**src/rtl/gpio_bank_pkg.sv**
```systemverilog
package gpio_bank_pkg;
  localparam int unsigned ADDR_W = 8;
  localparam int unsigned DATA_W = 32;

  localparam logic [ADDR_W-1:0] OFS_OUT    = 8'h00;
  localparam logic [ADDR_W-1:0] OFS_DIR    = 8'h04;
  localparam logic [ADDR_W-1:0] OFS_BLINK  = 8'h08;
  localparam logic [ADDR_W-1:0] OFS_POL    = 8'h0C;
  localparam logic [ADDR_W-1:0] OFS_DIN    = 8'h10;
  localparam logic [ADDR_W-1:0] OFS_CAUSE  = 8'h14;
  localparam logic [ADDR_W-1:0] OFS_EMASK  = 8'h18;
  localparam logic [ADDR_W-1:0] OFS_LMASK  = 8'h1C;
  localparam logic [ADDR_W-1:0] OFS_BSEL   = 8'h20;
endpackage

```
**src/rtl/gpio_in_sync.sv**
```systemverilog
module gpio_in_sync #(
  parameter int unsigned WIDTH = 32
) (
  input  logic             clk,
  input  logic             rst_n,
  input  logic [WIDTH-1:0] raw_in,
  output logic [WIDTH-1:0] sync_out
);
  logic [WIDTH-1:0] stage1_q;
  logic [WIDTH-1:0] stage2_q;

  always_ff @(posedge clk or negedge rst_n) begin
    if (!rst_n) begin
      stage1_q <= '0;
      stage2_q <= '0;
    end else begin
      stage1_q <= raw_in;
      stage2_q <= stage1_q;
    end
  end

  assign sync_out = stage2_q;
endmodule

```
**src/rtl/gpio_edge_cause.sv**
```systemverilog
module gpio_edge_cause #(
  parameter int unsigned WIDTH = 32
) (
  input  logic             clk,
  input  logic             rst_n,
  input  logic [WIDTH-1:0] level_in,
  input  logic             clr_en,
  input  logic [WIDTH-1:0] clr_keep,
  output logic [WIDTH-1:0] cause
);
  logic [WIDTH-1:0] prev_q;
  logic [WIDTH-1:0] cause_q;
  logic [WIDTH-1:0] cause_d;
  logic [WIDTH-1:0] rise;

  always_comb begin
    rise    = level_in & ~prev_q;
    cause_d = cause_q;
    if (clr_en) begin
      cause_d = cause_q & clr_keep;
    end
    cause_d = cause_d | rise;
  end

  always_ff @(posedge clk or negedge rst_n) begin
    if (!rst_n) begin
      prev_q  <= '0;
      cause_q <= '0;
    end else begin
      prev_q  <= level_in;
      cause_q <= cause_d;
    end
  end

  assign cause = cause_q;
endmodule

```
**src/rtl/gpio_irq_fold.sv**
```systemverilog
module gpio_irq_fold #(
  parameter int unsigned WIDTH = 32,
  parameter int unsigned GROUP = 8,
  localparam int unsigned NGRP = (WIDTH + GROUP - 1) / GROUP
) (
  input  logic [WIDTH-1:0] pending,
  output logic [NGRP-1:0]  summary
);
  logic [NGRP*GROUP-1:0] padded;

  always_comb begin
    padded = '0;
    padded[WIDTH-1:0] = pending;
  end

  for (genvar g = 0; g < NGRP; g++) begin : g_grp
    assign summary[g] = |padded[g*GROUP +: GROUP];
  end
endmodule

```
**src/rtl/gpio_irq_bank.sv**
```systemverilog
module gpio_irq_bank
  import gpio_bank_pkg::*;
#(
  parameter int unsigned N_LINES = 32,
  parameter int unsigned GROUP   = 8,
  localparam int unsigned NGRP   = (N_LINES + GROUP - 1) / GROUP
) (
  input  logic               clk,
  input  logic               rst_n,
  input  logic               reg_valid,
  input  logic               reg_write,
  input  logic [ADDR_W-1:0]  reg_addr,
  input  logic [DATA_W-1:0]  reg_wdata,
  output logic [DATA_W-1:0]  reg_rdata,
  input  logic [N_LINES-1:0] pin_in,
  output logic [N_LINES-1:0] pin_out,
  output logic [N_LINES-1:0] pin_oe,
  output logic [N_LINES-1:0] blink_en,
  output logic [N_LINES-1:0] blink_sel,
  output logic [NGRP-1:0]    irq_group
);
  logic [N_LINES-1:0] out_q, dir_q, blink_q, pol_q, emask_q, lmask_q, bsel_q;
  logic [N_LINES-1:0] out_d, dir_d, blink_d, pol_d, emask_d, lmask_d, bsel_d;
  logic [DATA_W-1:0]  rdata_q, rdata_d;
  logic [N_LINES-1:0] sync_lvl, adj_in, cause, pending, wbits;
  logic               wr_en, rd_en, cause_clr;

  function automatic logic [DATA_W-1:0] widen(input logic [N_LINES-1:0] v);
    logic [DATA_W-1:0] t;
    t = '0;
    t[N_LINES-1:0] = v;
    return t;
  endfunction

  assign wr_en     = reg_valid & reg_write;
  assign rd_en     = reg_valid & ~reg_write;
  assign wbits     = reg_wdata[N_LINES-1:0];
  assign cause_clr = wr_en & (reg_addr == OFS_CAUSE);

  gpio_in_sync #(.WIDTH(N_LINES)) u_sync (
    .clk(clk), .rst_n(rst_n), .raw_in(pin_in), .sync_out(sync_lvl)
  );

  assign adj_in = sync_lvl ^ pol_q;

  gpio_edge_cause #(.WIDTH(N_LINES)) u_cause (
    .clk(clk), .rst_n(rst_n), .level_in(adj_in),
    .clr_en(cause_clr), .clr_keep(wbits), .cause(cause)
  );

  assign pending = (adj_in & lmask_q) | (cause & emask_q);

  gpio_irq_fold #(.WIDTH(N_LINES), .GROUP(GROUP)) u_fold (
    .pending(pending), .summary(irq_group)
  );

  always_comb begin
    out_d   = out_q;
    dir_d   = dir_q;
    blink_d = blink_q;
    pol_d   = pol_q;
    emask_d = emask_q;
    lmask_d = lmask_q;
    bsel_d  = bsel_q;
    if (wr_en) begin
      case (reg_addr)
        OFS_OUT:   out_d   = wbits;
        OFS_DIR:   dir_d   = wbits;
        OFS_BLINK: blink_d = wbits;
        OFS_POL:   pol_d   = wbits;
        OFS_EMASK: emask_d = wbits;
        OFS_LMASK: lmask_d = wbits;
        OFS_BSEL:  bsel_d  = wbits;
        default:   ;
      endcase
    end
  end

  always_comb begin
    rdata_d = rdata_q;
    if (rd_en) begin
      case (reg_addr)
        OFS_OUT:   rdata_d = widen(out_q);
        OFS_DIR:   rdata_d = widen(dir_q);
        OFS_BLINK: rdata_d = widen(blink_q);
        OFS_POL:   rdata_d = widen(pol_q);
        OFS_DIN:   rdata_d = widen(adj_in);
        OFS_CAUSE: rdata_d = widen(cause);
        OFS_EMASK: rdata_d = widen(emask_q);
        OFS_LMASK: rdata_d = widen(lmask_q);
        OFS_BSEL:  rdata_d = widen(bsel_q);
        default:   rdata_d = '0;
      endcase
    end
  end

  always_ff @(posedge clk or negedge rst_n) begin
    if (!rst_n) begin
      out_q   <= '0;
      dir_q   <= '1;
      blink_q <= '0;
      pol_q   <= '0;
      emask_q <= '0;
      lmask_q <= '0;
      bsel_q  <= '0;
      rdata_q <= '0;
    end else begin
      out_q   <= out_d;
      dir_q   <= dir_d;
      blink_q <= blink_d;
      pol_q   <= pol_d;
      emask_q <= emask_d;
      lmask_q <= lmask_d;
      bsel_q  <= bsel_d;
      rdata_q <= rdata_d;
    end
  end

  assign reg_rdata = rdata_q;
  assign pin_out   = out_q;
  assign pin_oe    = ~dir_q;
  assign blink_en  = blink_q;
  assign blink_sel = bsel_q;
endmodule

```
**config.mk**
```make
export PLATFORM = sky130hd
export DESIGN_NAME = gpio_irq_bank
export DESIGN_NICKNAME = d
export VERILOG_FILES = /design/src/rtl/gpio_bank_pkg.sv /design/src/rtl/gpio_in_sync.sv /design/src/rtl/gpio_edge_cause.sv /design/src/rtl/gpio_irq_fold.sv /design/src/rtl/gpio_irq_bank.sv
export SDC_FILE = /design/constraint.sdc
export NUM_CORES = 1
export LEC_CHECK = 0
export ABC_AREA = 1
export CORE_MARGIN = 4
export CORE_UTILIZATION = 40
export DETAILED_ROUTE_END_ITERATION = 10
export DONT_BUFFER_PORTS = 1
export PLACE_DENSITY = 0.56
export SYNTH_ARGS = -nofsm -noshare
export SYNTH_HDL_FRONTEND = slang
export SYNTH_SLANG_ARGS = --single-unit
```
**constraint.sdc**
```tcl
create_clock -name clk -period 1.51 [get_ports clk]
set_clock_uncertainty 0.1 [all_clocks]
set_input_delay 0.302 -clock clk [delete_from_list [all_inputs] [get_ports clk]]
set_output_delay 0.302 -clock clk [all_outputs]
set_load 0.02 [all_outputs]
```
==> Yosys cells after proc, flatten, opt, wreduce, memory -nomap -nowiden <==
Cells that the tools add are included.
{ "totals": {"regBits": 384, "latchBits": 0, "ram_bits": 0, "rom_bits": 0, "inputBits": 76, "output_inout_bits": 164, "word_cells": 47, "mem_count": 0} }
{ "op_classes": {"add_sub_neg": 0, "multipliers": 0, "n_div": 0, "magnitude_cmp": 0, "n_eq_ne": 8, "shift": 0, "n_mux": 2, "bitwise_logic": 13, "reduce_logical": 12} }
{ "op_table": {"columns": ["operator", "n"], "rows": [
  ["case mux 32 bit (9 select lines)", 1],
  ["AND 32 bit", 4],
  ["NOT 32 bit", 2],
  ["OR 32 bit", 2],
  ["== test 8 x 5 -> 1 bit, second input constant", 4],
  ["2-to-1 mux 32 bit", 1],
  ["OR reduction 8 bit", 4],
  ["XOR 32 bit", 1],
  ["== test 8 x 4 -> 1 bit, second input constant", 2],
  ["AND reduction 2 bit", 7],
  ["== test 8 x 3 -> 1 bit, second input constant", 1],
  ["== test 8 x 6 -> 1 bit, second input constant", 1],
  ["logical NOT 8 bit", 1],
  ["AND 1 bit", 3],
  ["NOT 1 bit", 1]
]} }

==> Longest topological paths before layout <==
{ "depth": {"word_depth": 4, "depth_mapped": 11, "ltp_nobuf": 9} }

==> Hierarchy <==
A second synthesis with hierarchy kept.
{ "hier_totals": {"cells_unflattened": 2034, "hier_area_um2": 17123.9} }
{ "modules_own_cells": {"columns": ["mod", "instances", "cells_each", "area_each_um2", "seq_area_each_um2"], "rows": [
  ["gpio_irq_bank", 1, 1651, 12941.2, 6446.2],
  ["gpio_edge_cause", 1, 259, 2356.0, 1601.5],
  ["gpio_in_sync", 1, 64, 1601.5, 1601.5],
  ["gpio_irq_fold", 1, 60, 225.2, 0.0]
]} }

==> Least setup slack after synthesis <==
OpenSTA, ideal clock, no wires.
{ "synth_timing": {"kind": "register -> output", "startpoint": "register pol_q[31]", "endpoint": "output irq_group[3]", "t_arrival_ps": 1196, "required_ps": 1108, "setup_slack_ps": -88, "stages_incl_launch_ff": 6, "cell_sequence": "dfrtp_1 -> or2_2 -> nand2_1 -> nor2_1 -> a211oi_1 -> nand3_1"} }
{ "synth_between": {"elab_chain_len": 4} }
{ "synth_lines": {"columns": ["item", "line", "source"], "rows": [
  ["start, declared", "gpio_irq_bank.sv:22", "logic [N_LINES-1:0] out_q, dir_q, blink_q, pol_q, emask_q, lmask_q, bsel_q;"],
  ["start signal, assigned", "gpio_irq_bank.sv:111", "pol_q <= pol_d;"],
  ["XOR 32 bit", "gpio_irq_bank.sv:44", "assign adj_in = sync_lvl ^ pol_q;"],
  ["AND 32 bit", "gpio_irq_bank.sv:51", "assign pending = (adj_in & lmask_q) | (cause & emask_q);"],
  ["OR 32 bit", "gpio_irq_bank.sv:51", null],
  ["OR reduction 8 bit", "gpio_irq_fold.sv:17", "assign summary[g] = |padded[g*GROUP +: GROUP];"],
  ["end, declared", "gpio_irq_bank.sv:20", "output logic [NGRP-1:0] irq_group"]
]} }
Every way passes these cells.

==> Worst setup path in the final report <==
{ "layout_timing": {"startpoint": "register pol_q[28]", "endpoint": "output irq_group[3]"} }
{ "layout_between": {"elab_chain_len": 4} }
{ "layout_lines": {"columns": ["item", "line", "source"], "rows": [
  ["XOR 32 bit", "gpio_irq_bank.sv:44", null],
  ["via adj_in[28]", "gpio_irq_bank.sv:25", "logic [N_LINES-1:0] sync_lvl, adj_in, cause, pending, wbits;"],
  ["AND 32 bit", "gpio_irq_bank.sv:51", null],
  ["OR 32 bit", "gpio_irq_bank.sv:51", null],
  ["OR reduction 8 bit", "gpio_irq_fold.sv:17", null]
]} }
The timed path passes the listed nets, and every way through them passes these cells.

==> metrics.txt <==
worst stage delay on the critical path 0.39 ns; Non-Filler Instances 2729; Max Slew Vio Count 0; GRT overflow 0; Fill cells 3793; drt total wl 54.1 mm; PwrDens 1080 nW/um^2; Layout Nets 2237; largest net degree at the start of global routing 385; Tcrit/Tclk final 149%; CP startpoint pol_q[28]$_DFFE_PN0P_; global-route wire length before repair 84.0 mm; unrepaired setup endpoints after global routing true; failing checks negative hold slack, negative setup slack; Pre-antenna DRT Iters 5; Row Count 74; post-synthesis register bit count 384; Mapped Area 16600 um^2; Synth-to-Final Area Change 29.7%; via-per-instance ratio 5.12; Tmin final 2.25 ns; DR WL/cell 19.8 um; final worst slack -0.738 ns; Num CTS Buffers 44; CP Capture Type output port; Hold Path Class in2async; Static Leak 0.0103 uW; top post-synthesis cells by area dfrtp_1, nand2_1, nand3_1, o21ai_1, dfstp_2; I/O pin count 240; # DRC 0; Worst Tran Pin Value 0.922 ns; syn avg cell area 8.70 um^2; CTS tree done; asr flop ratio synth 100%; top post-synthesis cells by count nand2_1, dfrtp_1, nand3_1, o21ai_1, inv_1; Yosys top cell by area dfrtp_1; Mapped Cells 1907; die area 44800 um^2; gr usage total 24.0%; drt initial violations 1248; Placed Cells 2531; Critical Path, Cell by Cell xor2_1, nand2_1, nand2_1, a211oi_2, buf_4, nand3_2, buf_6; Synthesis Warnings 0; crit path launch type flop; predominant post-synthesis flop cell dfrtp_1; crit path DAT 1.85 ns; Antenna Nets Post-Route 0; final hold slack -0.635 ns; starting density of the core 40.5%; Max clock buf depth 3; critical path class reg2out; GP Congestion 0.845; dpl hpwl 35.5 mm; syn nets 1983; final hold violation count 384; Worst EP required 1.11 ns; worst-path maximum fanout 3; CORE AREA 40900 um^2; outcome finished with violations; relative slew slack 38.6%; Final Util 52.6%; count leader, synth nand2_1; share of cells above drive strength 1 21.6%; synth unique cells 26; Vias 13969; Buffers on Ports 0; clock sinks 384; initial antenna violation count 0; Slowest-stage cell, CP dfrtp_1; sequential area share after synthesis 58.2%; Die Wd 212 um; top cell type's share of synthesized area 53.1%; Worst-Skew Late Latency 0.57 ns; reg2reg start u_sync.sync_out[20]$_DFF_PN0_; vias in the first global route 14025; CTS root buf clkbuf_16; Reg clk slew, reported paths 0.06 ns; Most common cell on crit path nand2_1; f_max 445 MHz; EDFF count, synth 0; worst vdd ir 1.15 mV; Die Height 212 um; # setup viols final 46; CTS H-tree depth 2; MaxCap Viol Count 0
-- routing by layer --
layer  GRT usage (%)  vias up  routed length, um
li1                -     6679                  -
met1            32.7     6781              23500
met2            38.6      420              25300
met3            6.27       89               4140
met4            6.42        0               1250
met5               0        -                  0
-- worst paths after layout --
kind                                                       to  slack (ns)  depth (start not counted)
worst max-delay path                             irq_group[3]       -0.74                          7
worst min-delay path             u_sync.stage1_q[2]$_DFF_PN0_       -0.63                          0
worst max register to register      reg_rdata[20]$_DFFE_PN0P_        0.10                          9
worst min register to register  u_sync.sync_out[30]$_DFF_PN0_        0.25                          0
max in group asynchronous             pin_out[22]$_DFFE_PN0P_        1.18                          0
min in group clk                u_sync.stage1_q[27]$_DFF_PN0_        0.18                          1
-- cell families (layout without fill, tap and decap cells) --
| kind of cell | Yosys count | in the layout | synth area share [%] |
|---|---|---|---|
| buffers and inverters | 257 | 546 | 7.04 |
| flip-flops | 384 | 384 | 58.2 |
| other | 0 | 1 | 0 |
| XOR/XNOR | 30 | 30 | 1.58 |
| AO/OA/AOI/OAI | 302 | 302 | 9.37 |
| AND/OR/NAND/NOR | 934 | 934 | 23.8 |
-- cell usage in the layout, fill, tap and decap left out, drive strengths merged --
master and count:
buf 247, o21ai 288, clkbuf 66, nand4 5, clkinvlp 1, clkinv 12, a211oi 8, bufinv 2
a22o 6, xnor2 14, dfrtp 352, inv 152, or2 1, nand2 542, nand3 267, dfstp 32
diode 1, dlygate4sd3 66, xor2 16, nor3 3, nor2 116
-- final cells by class --
| cell class | instances | area [um^2] | share of cell area, % |
|---|---|---|---|
| sequential | 384 | 9700 | 45.0 |
| multi-input combinational | 1266 | 5990 | 27.8 |
| timing repair buffer | 313 | 3110 | 14.4 |
| clock buffer | 66 | 1330 | 6.16 |
| tap | 532 | 666 | 3.09 |
| inverter | 152 | 583 | 2.71 |
| clock inverter | 15 | 154 | 0.715 |
| antenna | 1 | 2.50 | 0.0116 |
-- critical path: cells and delay by family (launching register included) --
family / cells / cell delay [ns]
flip-flops: 1 / 0.39
buffers and inverters: 2 / 0.31
AND/OR/NAND/NOR: 3 / 0.22
XOR/XNOR: 1 / 0.20
AO/OA/AOI/OAI: 1 / 0.16
-- timing repair --
action	in CTS	in global routing
setup buffers	43	12
setup endpoints to repair	90	95
hold buffers	66	1
pin swaps	14	14
hold endpoints to repair	675	387
resized for setup	115	29
gates cloned	0	0
-- metrics by stage --
step | worst slack (ns) | total power, uW | instance area (um^2) | hold slack [ns] | setup TNS [ns]
global placement | -0.287 | 12200 | 18600 | -0.0735 | -41.75
detailed placement | -0.273 | 12200 | 18600 | -0.0747 | -44.53
global route | -0.841 | 24000 | 21500 | -0.682 | -8.50
floorplan | 0.000478 | 11600 | 16600 | -0.0936 | 0
finish | -0.738 | 23200 | 21500 | -0.635 | -5.08
CTS | -0.757 | 23400 | 21400 | -0.694 | -7.31
-- power by group --
| group | switching (uW) | total (uW) | internal, uW |
|---|---|---|---|
| Combinational | 815 | 1450 | 633 |
| Sequential | 277 | 10900 | 10600 |
| Clock | 4380 | 10800 | 6430 |
| Total | 5480 | 23200 | 17700 |
No activity file was read; power rests on OpenSTA's default activity.
